## src/rtl/secded_pkg.sv

```systemverilog
package secded_pkg;
  localparam int unsigned DATA_W   = 32;
  localparam int unsigned CHK_W    = 7;
  localparam int unsigned ODD_ROWS = 3;  // rows 0..ODD_ROWS-1 use inverted parity

  typedef logic [DATA_W-1:0] data_t;
  typedef logic [CHK_W-1:0]  chk_t;

  // Column d: which check rows include data bit d.
  function automatic chk_t col_of(input int unsigned d);
    chk_t c;
    case (d)
      0:  c = 7'h4F;  1:  c = 7'h26;  2:  c = 7'h46;  3:  c = 7'h1A;
      4:  c = 7'h25;  5:  c = 7'h2A;  6:  c = 7'h43;  7:  c = 7'h45;
      8:  c = 7'h61;  9:  c = 7'h19;  10: c = 7'h4A;  11: c = 7'h07;
      12: c = 7'h32;  13: c = 7'h52;  14: c = 7'h0B;  15: c = 7'h62;
      16: c = 7'h1C;  17: c = 7'h31;  18: c = 7'h5B;  19: c = 7'h3D;
      20: c = 7'h2C;  21: c = 7'h3B;  22: c = 7'h4C;  23: c = 7'h34;
      24: c = 7'h54;  25: c = 7'h64;  26: c = 7'h1F;  27: c = 7'h38;
      28: c = 7'h67;  29: c = 7'h79;  30: c = 7'h58;  31: c = 7'h75;
      default: c = '0;
    endcase
    return c;
  endfunction

  // Row r: data bits feeding check bit r.
  function automatic data_t row_of(input int unsigned r);
    data_t m;
    chk_t  c;
    m = '0;
    for (int unsigned d = 0; d < DATA_W; d++) begin
      c    = col_of(d);
      m[d] = c[r];
    end
    return m;
  endfunction
endpackage

```

## src/rtl/secded_enc.sv

```systemverilog
module secded_enc
  import secded_pkg::*;
#(
  parameter int unsigned DW = DATA_W,
  parameter int unsigned CW = CHK_W,
  parameter int unsigned NO = ODD_ROWS
) (
  input  logic [DW-1:0] data_i,
  output logic [CW-1:0] check_o
);
  for (genvar r = 0; r < CW; r++) begin : g_row
    localparam data_t ROW_MASK = row_of(r);
    logic par;
    assign par = ^(data_i & ROW_MASK);
    if (r < NO) begin : g_odd
      assign check_o[r] = ~par;
    end else begin : g_even
      assign check_o[r] = par;
    end
  end
endmodule

```

## src/rtl/secded_syn.sv

```systemverilog
module secded_syn
  import secded_pkg::*;
#(
  parameter int unsigned DW = DATA_W,
  parameter int unsigned CW = CHK_W
) (
  input  logic [CW-1:0] stored_i,
  input  logic [CW-1:0] regen_i,
  output logic [CW-1:0] syn_o,
  output logic [DW-1:0] hit_o,
  output logic          err_no,
  output logic          merr_no
);
  logic [CW-1:0] low;
  logic          chk_single;
  logic          correctable;

  assign syn_o = ~(stored_i ^ regen_i);
  assign low   = ~syn_o;

  for (genvar d = 0; d < DW; d++) begin : g_col
    localparam chk_t COL = col_of(d);
    assign hit_o[d] = (low == COL);
  end

  assign chk_single  = $onehot(low);
  assign correctable = (|hit_o) | chk_single;
  assign err_no      = ~(|low);
  assign merr_no     = ~((|low) & ~correctable);
endmodule

```

## src/rtl/secded_fix.sv

```systemverilog
module secded_fix #(
  parameter int unsigned DW = 32
) (
  input  logic [DW-1:0] data_i,
  input  logic [DW-1:0] hit_i,
  output logic [DW-1:0] data_o
);
  assign data_o = data_i ^ hit_i;
endmodule

```

## src/rtl/secded_codec.sv

```systemverilog
module secded_codec
  import secded_pkg::*;
#(
  parameter int unsigned DW = DATA_W,
  parameter int unsigned CW = CHK_W
) (
  input  logic [DW-1:0] data_i,
  input  logic [CW-1:0] check_i,
  output logic [DW-1:0] data_o,
  output logic [CW-1:0] check_o,
  output logic [CW-1:0] syn_o,
  output logic          err_no,
  output logic          merr_no
);
  logic [DW-1:0] hit;

  secded_enc #(.DW(DW), .CW(CW), .NO(ODD_ROWS)) u_enc (
    .data_i (data_i),
    .check_o(check_o)
  );

  secded_syn #(.DW(DW), .CW(CW)) u_syn (
    .stored_i(check_i),
    .regen_i (check_o),
    .syn_o   (syn_o),
    .hit_o   (hit),
    .err_no  (err_no),
    .merr_no (merr_no)
  );

  secded_fix #(.DW(DW)) u_fix (
    .data_i(data_i),
    .hit_i (hit),
    .data_o(data_o)
  );
endmodule

```

## config.mk

```make
export PLATFORM = sky130hd
export DESIGN_NAME = secded_codec
export DESIGN_NICKNAME = d
export VERILOG_FILES = /design/src/rtl/secded_pkg.sv /design/src/rtl/secded_enc.sv /design/src/rtl/secded_syn.sv /design/src/rtl/secded_fix.sv /design/src/rtl/secded_codec.sv
export SDC_FILE = /design/constraint.sdc
export NUM_CORES = 1
export LEC_CHECK = 0
export ABC_AREA = 1
export BUFFER_PORTS_ARGS = -buffer_cell sky130_fd_sc_hd__buf_4
export CAP_MARGIN = 10
export CORE_MARGIN = 2
export CORE_UTILIZATION = 30
export DETAILED_ROUTE_END_ITERATION = 12
export SETUP_SLACK_MARGIN = 0.4
export SYNTH_ARGS = -nofsm -noshare
export SYNTH_HDL_FRONTEND = slang
export SYNTH_SLANG_ARGS = --single-unit
```

## constraint.sdc

```tcl
create_clock -name vclk -period 5.02
set_clock_uncertainty 0.2 [all_clocks]
set_input_delay 0.251 -clock vclk [all_inputs]
set_output_delay 0.251 -clock vclk [all_outputs]
set_load 0.01 [all_outputs]
```

==> metrics <==
die area=8070 um^2; status=finished clean; initial antenna violation count=0; chip height=roughly 90 um; largest net degree at the start of global routing=14; Register Area=0 um^2; WL final=7.24 mm; share of cells above drive strength 1=28.2%; # diodes=0; worst hold path depth=3; Final Instance Area=around 3200 um^2; Slew Limit Headroom=about three quarters; Setup CP Type=in -> out; area leader, netlist=xor2_1; via density per instance=roughly 4.3; DR WL/cell=13.0 um; clock buffer count in the final layout=0; Layout Utilization=between 40 and 50%; cell mode on critical path=xor2_1; CTS Hold Buffers Added=0; top cells by area, synth=xor2_1, nand2_1, xnor2_1, inv_1, ha_1; num sequential=0; multi-input logic area=~2100 um^2; initial DRC count=between 80 and 90; max-slew violations=0; crit-path cells=buf_4, inv_4, nand2_4, nand2_4, xor2_4, xor2_1, xor2_1, xor2_1, xor2_1, inv_1, ha_4, fa_1, inv_1, ha_2, fa_2, nand3b_1, nand2_1, nor2_1, nand2_1, nor2_2, nand2_2, buf_6; DP HPWL=between 6 and 7 mm; Starting Density=between 30% and 40%; PD cells=about 530 nW/um^2; Syn Nets=roughly 420; fin nets=about 520; worst hold slack=around 0.62 ns; total iterations of the first detailed-routing run=4; Die Width=89.8 um; gr ovfl total=0; Synth Cell Area=~2200 um^2; num ports=between 80 and 90; slowest CP cell=fa_2; endpoint class of the critical path=output port; post-synthesis sequential area ratio=0%; vias in the first global route=approximately 2300; Max FO, Critical Path=3; Final Critical Period=4.44 ns; Max Cap Violations=0; Final Hold Fails=0; Post-DRT Antenna Nets=0; DRC viols=0; Leakage=1.82 nW; instance area at placement=slightly below 3000 um^2; core box area=7180 um^2; RSZ-0062 raised after global routing=no; count of cell types in the netlist=18; final setup violation count=0; IO Port Bufs=87; Startpoint Class=input pin; worst endpoint required time=4.57 ns; max incr delay on CP=about 0.5 ns; total track usage=around 16%; top-area cell type share of the netlist area=between 20% and 30%; Syn-to-layout area delta=43.1%; Ys Warns=0; global placer's final weighted congestion=0.901; number of cell rows=31; Fmax=between 0.2 and 0.25 GHz; first-pass GRT wire length=11.2 mm; Fin Setup TNS=0 ns; Avg Cell Area, Syn=just over 6 um^2; vias post-DR=roughly 2400; worst slew pin tran=between 0.3 and 0.4 ns; FILL cells=804; Post-Syn Instances=between 300 and 400; VDD IR max=0.238 mV; CP arrival=3.99 ns; post-route clock period utilization=roughly 90%; Min-Delay Path Class=in -> out
[cell usage after synthesis]
cell and number:
buf_4 4, nor2_1 20, xor2_1 69, nand2_1 124
buf_6 1, inv_2 6, nand2_2 5, inv_1 52
buf_2 2, nand2_4 1, xnor2_1 40, ha_1 14
nand3b_1 3, xor2_2 2, nand3_1 18, fa_1 3
xnor2_2 1, nand4_1 1
[metrics by stage]
step | cells | setup WS [ns] | power, mW
6_report | 557 | 0.583 | 1.67
3_3_place_gp | 547 | 0.452 | 1.45
4_1_cts | 549 | 0.410 | 1.50
2_1_floorplan | 366 | 0.767 | 0.955
3_5_place_dp | 547 | 0.339 | 1.46
5_1_grt | 557 | 0.354 | 1.85
[cell families (layout without fill, tap and decap cells)]
logic type | after synthesis | in the layout | synth area share, %
XOR/XNOR | 112 | 112 | 45.4
adder cells (fa/ha/maj) | 17 | 17 | 10.6
buffers and inverters | 65 | 157 | 12.2
AND/OR/NAND/NOR | 172 | 172 | 31.8
[final cells by class]
class / count / share of cell area, %
multi-input cells: 301 / 65.0
repair buffers: 99 / 24.1
inverters: 58 / 7.04
well taps: 99 / 3.92
[cells in the final DEF (no fill, tap or decap)]
master,instances
xnor2_4,1
inv_4,2
ha_1,12
inv_2,7
xnor2_1,36
nand3_1,18
fa_1,2
nand2_2,5
nor2_1,19
fa_2,1
xor2_1,66
ha_2,1
nand4_1,1
buf_4,94
nand2_1,123
nand3b_1,3
xnor2_2,4
buf_6,5
xor2_2,3
xor2_4,2
inv_1,49
nor2_2,1
ha_4,1
nand2_4,2
[worst paths after layout]
check	from	end	slack (ns)
hold / removal	data_i[21]	data_o[21]	0.62
setup / recovery	data_i[2]	merr_no	0.58
[timing repair]
item / 4_1_cts / 5_1_grt
setup buffers: 2 / 8
setup endpoints to repair: 1 / 1
pin swaps: 3 / 19
resized for setup: 1 / 25
[routing by layer]
layer	GRT usage (%)	share of wire [%]
met1	21.6	44
met2	29.9	51
met3	1.76	4.7
met4	2.18	0.73
met5	0	0
[where the power goes]
part	internal [mW]	switching [mW]
Sequential	0	0
Clock	0	0
Combinational	0.773	0.898
Total	0.773	0.898
[worst max-delay path, delay by kind of cell]
kind,cells,cell delay (ns)
buffers and inverters,5,0.53
adder cells (fa/ha/maj),4,1.45
AND/OR/NAND/NOR,8,0.61
XOR/XNOR,5,1.15
Note: power is estimated with default switching activity, not from simulation.
